--- src/rtl/cycle_timer_pkg.sv ---
package cycle_timer_pkg;

    typedef enum logic {
        MODE_TIMEBASE = 1'b0,
        MODE_EVENT    = 1'b1
    } timer_mode_e;

    function automatic logic is_event_mode(input logic mode_bit);
        return timer_mode_e'(mode_bit) == MODE_EVENT;
    endfunction

endpackage

--- src/rtl/tmr_prescaler.sv ---
module tmr_prescaler #(
    parameter int PRE_W = 2
) (
    input  logic clk,
    input  logic rst_n,
    input  logic en_i,
    input  logic tick_i,
    input  logic clr_i,
    output logic carry_o
);
    localparam logic [PRE_W-1:0] PRE_MAX = '1;

    typedef struct packed {
        logic [PRE_W-1:0] cnt;
    } pre_state_t;

    pre_state_t st_d, st_q;

    always_comb begin
        st_d = st_q;
        if (clr_i || !en_i) begin
            st_d.cnt = '0;
        end else if (tick_i) begin
            st_d.cnt = st_q.cnt + 1'b1;
        end
        carry_o = en_i && tick_i && (st_q.cnt == PRE_MAX);
    end

    always_ff @(posedge clk) begin
        if (!rst_n) begin
            st_q <= '0;
        end else begin
            st_q <= st_d;
        end
    end


    presc_clear_chk: assert property (@(posedge clk) disable iff (!rst_n)
        clr_i |=> st_q.cnt == '0);


    presc_step_chk: assert property (@(posedge clk) disable iff (!rst_n)
        (en_i && tick_i && !clr_i) |=> st_q.cnt == $past(st_q.cnt) + 1'b1);


    presc_idle_chk: assert property (@(posedge clk) disable iff (!rst_n)
        (en_i && !tick_i && !clr_i) |=> $stable(st_q.cnt));

endmodule

--- src/rtl/tmr_event_qual.sv ---
module tmr_event_qual #(
    parameter int SYNC_STAGES = 2
) (
    input  logic clk,
    input  logic rst_n,
    input  logic pin_i,
    input  logic tick_i,
    output logic pulse_o
);
    localparam int SYNC_MSB = SYNC_STAGES - 1;

    typedef struct packed {
        logic [SYNC_STAGES-1:0] sync;
        logic                   older;
        logic                   newer;
    } ev_state_t;

    ev_state_t st_d, st_q;
    logic      sample;

    generate
        if (SYNC_STAGES == 1) begin : g_single
            always_comb begin
                st_d      = st_q;
                st_d.sync = pin_i;
                sample    = st_q.sync[SYNC_MSB];
                if (tick_i) begin
                    st_d.older = st_q.newer;
                    st_d.newer = sample;
                end
                pulse_o = tick_i && st_q.older && !st_q.newer && !sample;
            end
        end else begin : g_chain
            always_comb begin
                st_d      = st_q;
                st_d.sync = {st_q.sync[SYNC_STAGES-2:0], pin_i};
                sample    = st_q.sync[SYNC_MSB];
                if (tick_i) begin
                    st_d.older = st_q.newer;
                    st_d.newer = sample;
                end
                pulse_o = tick_i && st_q.older && !st_q.newer && !sample;
            end
        end
    endgenerate

    always_ff @(posedge clk) begin
        if (!rst_n) begin
            st_q <= '0;
        end else begin
            st_q <= st_d;
        end
    end


    ev_no_repeat_chk: assert property (@(posedge clk) disable iff (!rst_n)
        pulse_o |=> !pulse_o);


    ev_needs_tick_chk: assert property (@(posedge clk) disable iff (!rst_n)
        !tick_i |=> $stable(st_q.older) && $stable(st_q.newer));

endmodule

--- src/rtl/tmr_counter.sv ---
module tmr_counter #(
    parameter int CNT_W = 8
) (
    input  logic             clk,
    input  logic             rst_n,
    input  logic             inc_i,
    input  logic             load_i,
    input  logic [CNT_W-1:0] load_val_i,
    input  logic             ovf_clr_i,
    output logic [CNT_W-1:0] cnt_o,
    output logic             ovf_o
);
    localparam logic [CNT_W-1:0] CNT_MAX = '1;

    typedef struct packed {
        logic [CNT_W-1:0] cnt;
        logic             ovf;
    } cnt_state_t;

    cnt_state_t st_d, st_q;
    logic       wrap;

    always_comb begin
        st_d = st_q;
        wrap = inc_i && !load_i && (st_q.cnt == CNT_MAX);
        if (load_i) begin
            st_d.cnt = load_val_i;
        end else if (inc_i) begin
            st_d.cnt = st_q.cnt + 1'b1;
        end
        if (ovf_clr_i) begin
            st_d.ovf = 1'b0;
        end
        if (wrap) begin
            st_d.ovf = 1'b1;
        end
    end

    always_ff @(posedge clk) begin
        if (!rst_n) begin
            st_q <= '0;
        end else begin
            st_q <= st_d;
        end
    end

    assign cnt_o = st_q.cnt;
    assign ovf_o = st_q.ovf;


    load_value_chk: assert property (@(posedge clk) disable iff (!rst_n)
        load_i |=> cnt_o == $past(load_val_i));


    wrap_sets_flag_chk: assert property (@(posedge clk) disable iff (!rst_n)
        (inc_i && !load_i && cnt_o == CNT_MAX) |=> ovf_o && cnt_o == '0);


    flag_sticky_chk: assert property (@(posedge clk) disable iff (!rst_n)
        (ovf_o && !ovf_clr_i) |=> ovf_o);


    load_no_flag_chk: assert property (@(posedge clk) disable iff (!rst_n)
        (load_i && !ovf_o) |=> !ovf_o);


    count_hold_chk: assert property (@(posedge clk) disable iff (!rst_n)
        (!inc_i && !load_i) |=> $stable(cnt_o));

endmodule

--- src/rtl/cycle_timer.sv ---
module cycle_timer
    import cycle_timer_pkg::*;
#(
    parameter int CNT_W       = 8,
    parameter int PRE_W       = 2,
    parameter int SYNC_STAGES = 2
) (
    input  logic             clk,
    input  logic             rst_n,
    input  logic             tick_i,
    input  logic             mode_event_i,
    input  logic             ev_pin_i,
    input  logic             load_i,
    input  logic [CNT_W-1:0] load_val_i,
    input  logic             ovf_clr_i,
    input  logic             itest_i,
    output logic [CNT_W-1:0] count_o,
    output logic             ovf_o,
    output logic             err_o
);
    typedef struct packed {
        logic err;
    } top_state_t;

    top_state_t st_d, st_q;
    logic       ev_mode;
    logic       presc_carry;
    logic       ev_pulse;
    logic       cnt_inc;

    tmr_prescaler #(.PRE_W(PRE_W)) u_presc (
        .clk     (clk),
        .rst_n   (rst_n),
        .en_i    (!ev_mode),
        .tick_i  (tick_i),
        .clr_i   (load_i),
        .carry_o (presc_carry)
    );

    tmr_event_qual #(.SYNC_STAGES(SYNC_STAGES)) u_evq (
        .clk     (clk),
        .rst_n   (rst_n),
        .pin_i   (ev_pin_i),
        .tick_i  (tick_i),
        .pulse_o (ev_pulse)
    );

    tmr_counter #(.CNT_W(CNT_W)) u_cnt (
        .clk        (clk),
        .rst_n      (rst_n),
        .inc_i      (cnt_inc),
        .load_i     (load_i),
        .load_val_i (load_val_i),
        .ovf_clr_i  (ovf_clr_i),
        .cnt_o      (count_o),
        .ovf_o      (ovf_o)
    );

    always_comb begin
        ev_mode  = is_event_mode(mode_event_i);
        cnt_inc  = ev_mode ? ev_pulse : presc_carry;
        st_d     = st_q;
        st_d.err = itest_i && ev_mode;
    end

    always_ff @(posedge clk) begin
        if (!rst_n) begin
            st_q <= '0;
        end else begin
            st_q <= st_d;
        end
    end

    assign err_o = st_q.err;


    err_only_event_chk: assert property (@(posedge clk) disable iff (!rst_n)
        err_o |-> $past(itest_i) && $past(mode_event_i));


    err_single_chk: assert property (@(posedge clk) disable iff (!rst_n)
        (err_o && !$past(itest_i, 1)) |-> 1'b0);


    tick_alone_chk: assert property (@(posedge clk) disable iff (!rst_n)
        (mode_event_i && !ev_pulse && !load_i) |=> $stable(count_o));

endmodule

--- config.mk ---
export PLATFORM = sky130hd
export DESIGN_NAME = cycle_timer
export DESIGN_NICKNAME = d
export VERILOG_FILES = /design/src/rtl/cycle_timer_pkg.sv /design/src/rtl/tmr_prescaler.sv /design/src/rtl/tmr_event_qual.sv /design/src/rtl/tmr_counter.sv /design/src/rtl/cycle_timer.sv
export SDC_FILE = /design/constraint.sdc
export NUM_CORES = 1
export LEC_CHECK = 0
export ABC_AREA = 0
export ABC_CLOCK_PERIOD_IN_PS = 1500
export CORE_MARGIN = 2
export CORE_UTILIZATION = 52
export CTS_CLUSTER_DIAMETER = 120
export DETAILED_ROUTE_END_ITERATION = 6
export DONT_BUFFER_PORTS = 1
export GPL_ROUTABILITY_DRIVEN = 0
export HOLD_SLACK_MARGIN = 0.02
export PLACE_DENSITY = 0.7
export SETUP_SLACK_MARGIN = 0.05
export SLEW_MARGIN = 20
export SYNTH_ARGS = -nofsm -noshare
export SYNTH_HDL_FRONTEND = slang
export SYNTH_SLANG_ARGS = --single-unit
--- constraint.sdc ---
create_clock -name clk -period 1.5 [get_ports clk]
set_input_delay 0.3 -clock clk [delete_from_list [all_inputs] [get_ports clk]]
set_output_delay 0.3 -clock clk [all_outputs]
set_load 0.02 [all_outputs]
Yosys cells after proc, flatten, opt, wreduce, memory -nomap -nowiden
Index checks and enable logic that the tools add are counted.
{"block": "totals", "word_cells": 33, "regBits": 16}
{"block": "classes", "eq_ne": 2, "bitwise": 1, "muxes": 5, "addsub": 2, "n_reduce_logical": 16}
{"operator": "8-bit two-way mux", "n": 2}
{"operator": "8-bit by 1-bit adder with 8-bit output (second input constant)", "n": 1}
{"operator": "8-bit == test (second input constant)", "n": 1}
{"operator": "1-bit logical AND", "n": 8}
{"operator": "1-bit zero test", "n": 4}
{"operator": "2-bit nonzero test", "n": 2}
{"operator": "1-bit two-way mux", "n": 3}
{"operator": "2-bit by 1-bit adder with 2-bit output (second input constant)", "n": 1}
{"operator": "2-bit == test (second input constant)", "n": 1}
{"operator": "2-bit OR reduction", "n": 1}
{"operator": "1-bit logical OR", "n": 1}
{"operator": "1-bit inverter", "n": 1}

Logic depth before layout (Yosys ltp)
{"block": "depth", "word_depth": 7, "depth_mapped": 5, "mapped_depth_nobuf": 5}

Modules after synthesis
A second synthesis with hierarchy kept.
{"block": "unflattened", "cells_unflattened": 83, "hier_area_um2": 760.7}
{"module": "tmr_counter", "area_each_um2": 486.7, "cells_per_inst": 58, "instances": 1}
{"module": "tmr_event_qual", "area_each_um2": 133.9, "cells_per_inst": 12, "instances": 1}
{"module": "tmr_prescaler", "area_each_um2": 93.8, "cells_per_inst": 9, "instances": 1}
{"module": "cycle_timer", "area_each_um2": 46.3, "cells_per_inst": 4, "instances": 1}

Worst setup path before layout
Ideal clock, no wire load.
{"block": "synth_timing", "kind": "register to register", "from": "register u_cnt.st_q, in the netlist u_cnt.cnt_o[3]", "to": "register u_cnt.st_q, in the netlist u_cnt.cnt_o[7]", "period_less_slack_ps": 1447, "n_path_buf": 0, "stages_incl_launch_ff": 5, "setup_time_ps": 74, "arrival_time_ps": 1372, "path_slack_ps": 53, "cell_sequence": "dfxtp_1 -> nand2_1 -> a211o_1 -> or3_1 -> a31oi_1"}
{"block": "synth_via", "elab_chain_len": 3}
{"element": "start: declaration", "line_no": "tmr_counter.sv:20", "text": "cnt_state_t st_d, st_q;"}
{"element": "start signal: assignment", "line_no": "tmr_counter.sv:43", "text": "st_q <= st_d;"}
{"element": "8-bit by 1-bit adder with 8-bit output", "line_no": "tmr_counter.sv:29", "text": "st_d.cnt = st_q.cnt + 1'b1;"}
{"element": "8-bit two-way mux", "line_no": "tmr_counter.sv:28", "text": "end else if (inc_i) begin"}
{"element": "8-bit two-way mux", "line_no": "tmr_counter.sv:26", "text": "if (load_i) begin"}
No other way between the ends. The select of a mux whose other input is x is not followed.
A chain may end at the register's enable or synchronous reset.

Final worst setup path
{"block": "layout_timing", "from": "register u_evq.st_q[0] (netlist name)", "to": "register u_cnt.st_q, in the netlist u_cnt.cnt_o[7]"}
{"block": "layout_via", "elab_chain_len": 5}
{"element": "start: declaration", "line_no": "tmr_event_qual.sv:18", "text": "ev_state_t st_d, st_q;"}
{"element": "start signal: assignment", "line_no": "tmr_event_qual.sv:51", "text": "st_q <= st_d;"}
{"element": "1-bit zero test", "line_no": "tmr_event_qual.sv:42", "text": "pulse_o = tick_i && st_q.older && !st_q.newer && !sample;"}
{"element": "1-bit logical AND (2 in series)", "line_no": "tmr_event_qual.sv:42"}
{"element": "1-bit two-way mux", "line_no": "cycle_timer.sv:61", "text": "cnt_inc = ev_mode ? ev_pulse : presc_carry;"}
{"element": "2-bit nonzero test (no line)"}
No other way between the ends.

==> results.txt <==
Type of the most critical hold path: input pin to flip-flop. After synthesis the netlist holds a flip-flop and latch count of 16. In this run the horizontal extent of the chip is 42.0 um. After detailed routing, the number of remaining DRC violations is 0. For the total number of placement rows, the log shows 13. The final max-slew violation count was 0; the final wirelength was 1470 um. The run gives 26 as the count of boundary I/O pins. For the number of search-and-repair iterations in the first detailed-routing pass, the log shows 2. Counting flops with a built-in enable in the synthesized netlist gives 0.

The logs give 81 for the post-synthesis cell count and 99 for the number of nets produced by synthesis. The run gives 105 as the number of fill cells. The max capacitance violation total came out at 0.

The number of port buffers came out at 0. Clock latency on the worst-skew pair, taken at its later pin, is 0.28 ns. The run finished with clean final reports.

The worst pin sits at a relative slew slack of 75.3%. Setup repair after global routing could not meet its margin everywhere. The pin count of the biggest net entering global routing is 17, and the worst slack at placement is 0.0330 ns.

The worst path needs 1.42 ns of the cycle, external delays included. The logs give 100 for the cell count after placement and 0.0847 ns for the final worst setup slack. The via count of the first global-routing pass came out at 599. The floorplan step defined a die boundary enclosing 1760 um^2.

TritonCTS created 3 clock buffers. The tools report the initial detailed-routing violation count as 1. For the distinct cell type count after synthesis, the log shows 33. The net count of the finished layout is 109.

The worst register-to-register path ends at u_cnt.cnt_o[7]. The run gives 0 as the number of inserted diodes. Once layout is complete, the utilization of the core stands at 67.3%.

The remaining antenna violation count is 0. Setup violations remaining at the end of the flow were counted as 0. In the final layout, the share of cells above drive strength 1 is 25.6%. VDD sags by at most 0.000776 V. The multi-input combinational cells in the finished layout cover a total of 443 um^2. The path with the worst hold slack has its endpoint at u_evq.sample. The startpoint identified for the worst hold timing path is rst_n. The logs give 1 for the H-tree depth reported by CTS and 1.63 ns for the endpoint arrival time on the critical path. The via-per-instance ratio was 5.76.

The worst setup path is of the flip-flop to flip-flop kind. The non-filler instance count after layout was 105. TritonCTS built the clock tree. The signed area change from the synthesized netlist to the final layout was 18.4%; the fraction of the cycle the final worst path needs was 94.4%. The core region is 1320 um^2. For this run, the leading register cell type out of synthesis is dfxtp_1. The async set-or-reset flop fraction in the synthesized netlist works out to 0%. The initial antenna violation count was 0; the final clock skew was 0.00364 ns. The finished layout cell area is 887 um^2. The run gives 0 as the final hold violation count. Global routing finished with a remaining overflow of 0. The initial standard-cell utilization of the core is 56.9%.

Of all nets on the critical path, the largest fanout is 4. The logs give 18.1% for the overall fraction of global-route tracks in use and 1030 um for the HPWL after detailed placement. After detailed placement, the total cell area comes to 806 um^2.

The wire length of the first global-routing pass was 2440 um; the critical path required time was 1.72 ns. For this block, the via count after detailed routing is 605. Clock-pin slew was measured on the worst setup and hold paths at 0.10 ns. The start of the worst register-to-register path was u_evq.st_q[0].

A synthesized cell averages 9.25 um^2. The worst setup path is launched from a flip-flop. The Yosys step of the flow raised 0 warnings. Setup slack on the worst reg-to-reg path comes out at 0.08 ns. The clock passes through at most 2 buffers. The part of the Yosys area used for sequential elements was 42.7%; the post-synthesis cell area was 749 um^2. For this design the static power due to leakage is 0.340 nW. Clock tree synthesis found a total of 16 sinks. STA classifies the critical path endpoint as a flip-flop. For this design the ratio of total power to cell area is 941 nW/um^2. Clock root buffer: clkbuf_4. For the pin with the worst max-slew slack, the measured transition is 0.370 ns.

The tools report the top achievable clock speed as 707 MHz. The final sum of negative setup slack was 0 ns; the logic depth of the worst register-to-register path was 4. Mean routed wirelength per cell: 14.0 um. The sequential cells in the finished layout cover a total of 325 um^2.

The y dimension of the die was 42.0 um; the instance count along the most critical hold path was 1.
## sequential cells by signal, indices dropped and copies added, names as in the netlist
signal	count
u_evq.st_q	2
u_presc.st_q	2
err_o	1
u_evq.sample	1
u_cnt.cnt_o	8
u_evq.st_d	1
u_cnt.ovf_o	1
## how the worst max path moves through the flow
stage,start,to,slack (ns),depth (start not counted)
2_1_floorplan,u_cnt.cnt_o[3],u_cnt.cnt_o[7],0.05,4
3_3_place_gp,u_presc.st_q[0],u_cnt.cnt_o[7],0.06,5
3_5_place_dp,u_presc.st_q[0],u_cnt.cnt_o[7],0.03,5
4_1_cts,u_presc.st_q[0],u_cnt.cnt_o[7],0.07,5
5_1_grt,u_evq.st_q[0],u_cnt.cnt_o[7],0.002,4
6_report,u_evq.st_q[0],u_cnt.cnt_o[7],0.08,4
## cell usage in the layout (no fill, tap or decap), drive strengths merged
cell     instances
dfxtp           16
o21ai           10
buf              8
a21oi            7
nand2            4
nor2             4
xor2             4
mux2i            4
clkbuf           4
and2             2
nand4            2
o211ai           2
nor2b            2
xnor2            2
nand2b           2
and3             2
ha               2
nand4bb          1
a211oi           1
inv              1
and4             1
nor3             1
a211o            1
and4bb           1
and2b            1
nor4b            1
nand3            1
a21boi           1
or3              1
a31oi            1
## cells by family after synthesis
group           after synthesis  share of synthesized area [%]
flops                        16                           42.7
xor+xnor                      6                           7.01
simple gates                 26                           21.7
mux                           4                           5.34
fa+ha+maj                     2                           3.34
buf+inv                       4                           2.50
compound gates               23                           17.4
## metal layers
metal,part of all wire (%),wire (um),vias up,global-route usage (%)
met5,0,0,-,0
met3,5.9,87,2,5.22
met4,1.0,15,0,9.68
li1,-,-,312,-
met2,47,695,18,32.5
met1,46,668,273,18.8
## critical path, cell delays in order, from the launching register on
cell and delay (ns):
dfxtp_2 0.35, nand4bb_4 0.23, a211o_1 0.32, or3_1 0.30
a31oi_1 0.15
## synth_stat cells, drive strengths merged, types with 2 or more instances
library cell | count | area share (%)
nand2b | 2 | 2.0
o211ai | 2 | 2.0
nand4 | 2 | 1.7
and3 | 2 | 1.8
mux2i | 4 | 5.3
nor2b | 2 | 1.7
nor2 | 4 | 2.0
o21ai | 10 | 6.7
dfxtp | 16 | 43
xor2 | 4 | 4.7
a21oi | 7 | 4.7
xnor2 | 2 | 2.3
clkbuf | 2 | 1.0
and2 | 2 | 1.7
ha | 2 | 3.3
nand2 | 4 | 2.0
## stage by stage
step	power, mW	hold WS (ns)
finish	0.835	0.132
global route	0.872	0.117
CTS	0.843	0.126
detailed placement	0.558	0.422
global placement	0.556	0.421
floorplan	0.539	0.412
## where the power goes
group	internal [mW]	leakage, nW	switching, mW
registers	0.446	0.134	0.0210
clock network	0.148	0.0210	0.135
logic	0.0420	0.185	0.0438
total	0.635	0.340	0.200
## cell type report
| cell class | count | area share (%) |
|---|---|---|
| Tap cell | 15 | 2.12 |
| Timing Repair Buffer | 8 | 6.77 |
| Sequential cell | 16 | 36.7 |
| Multi-Input combinational cell | 61 | 49.9 |
| Clock buffer | 4 | 4.09 |
| Inverter | 1 | 0.423 |
## repair_timing
| item | 4_1_cts | 5_1_grt |
|---|---|---|
| resized for setup | 4 | 5 |
| hold buffers | 0 | 0 |
| setup endpoints to repair | 2 | 2 |
| pin swaps | 0 | 4 |
| buffers inserted | 1 | 0 |
No activity file was read; power rests on OpenSTA's default activity.
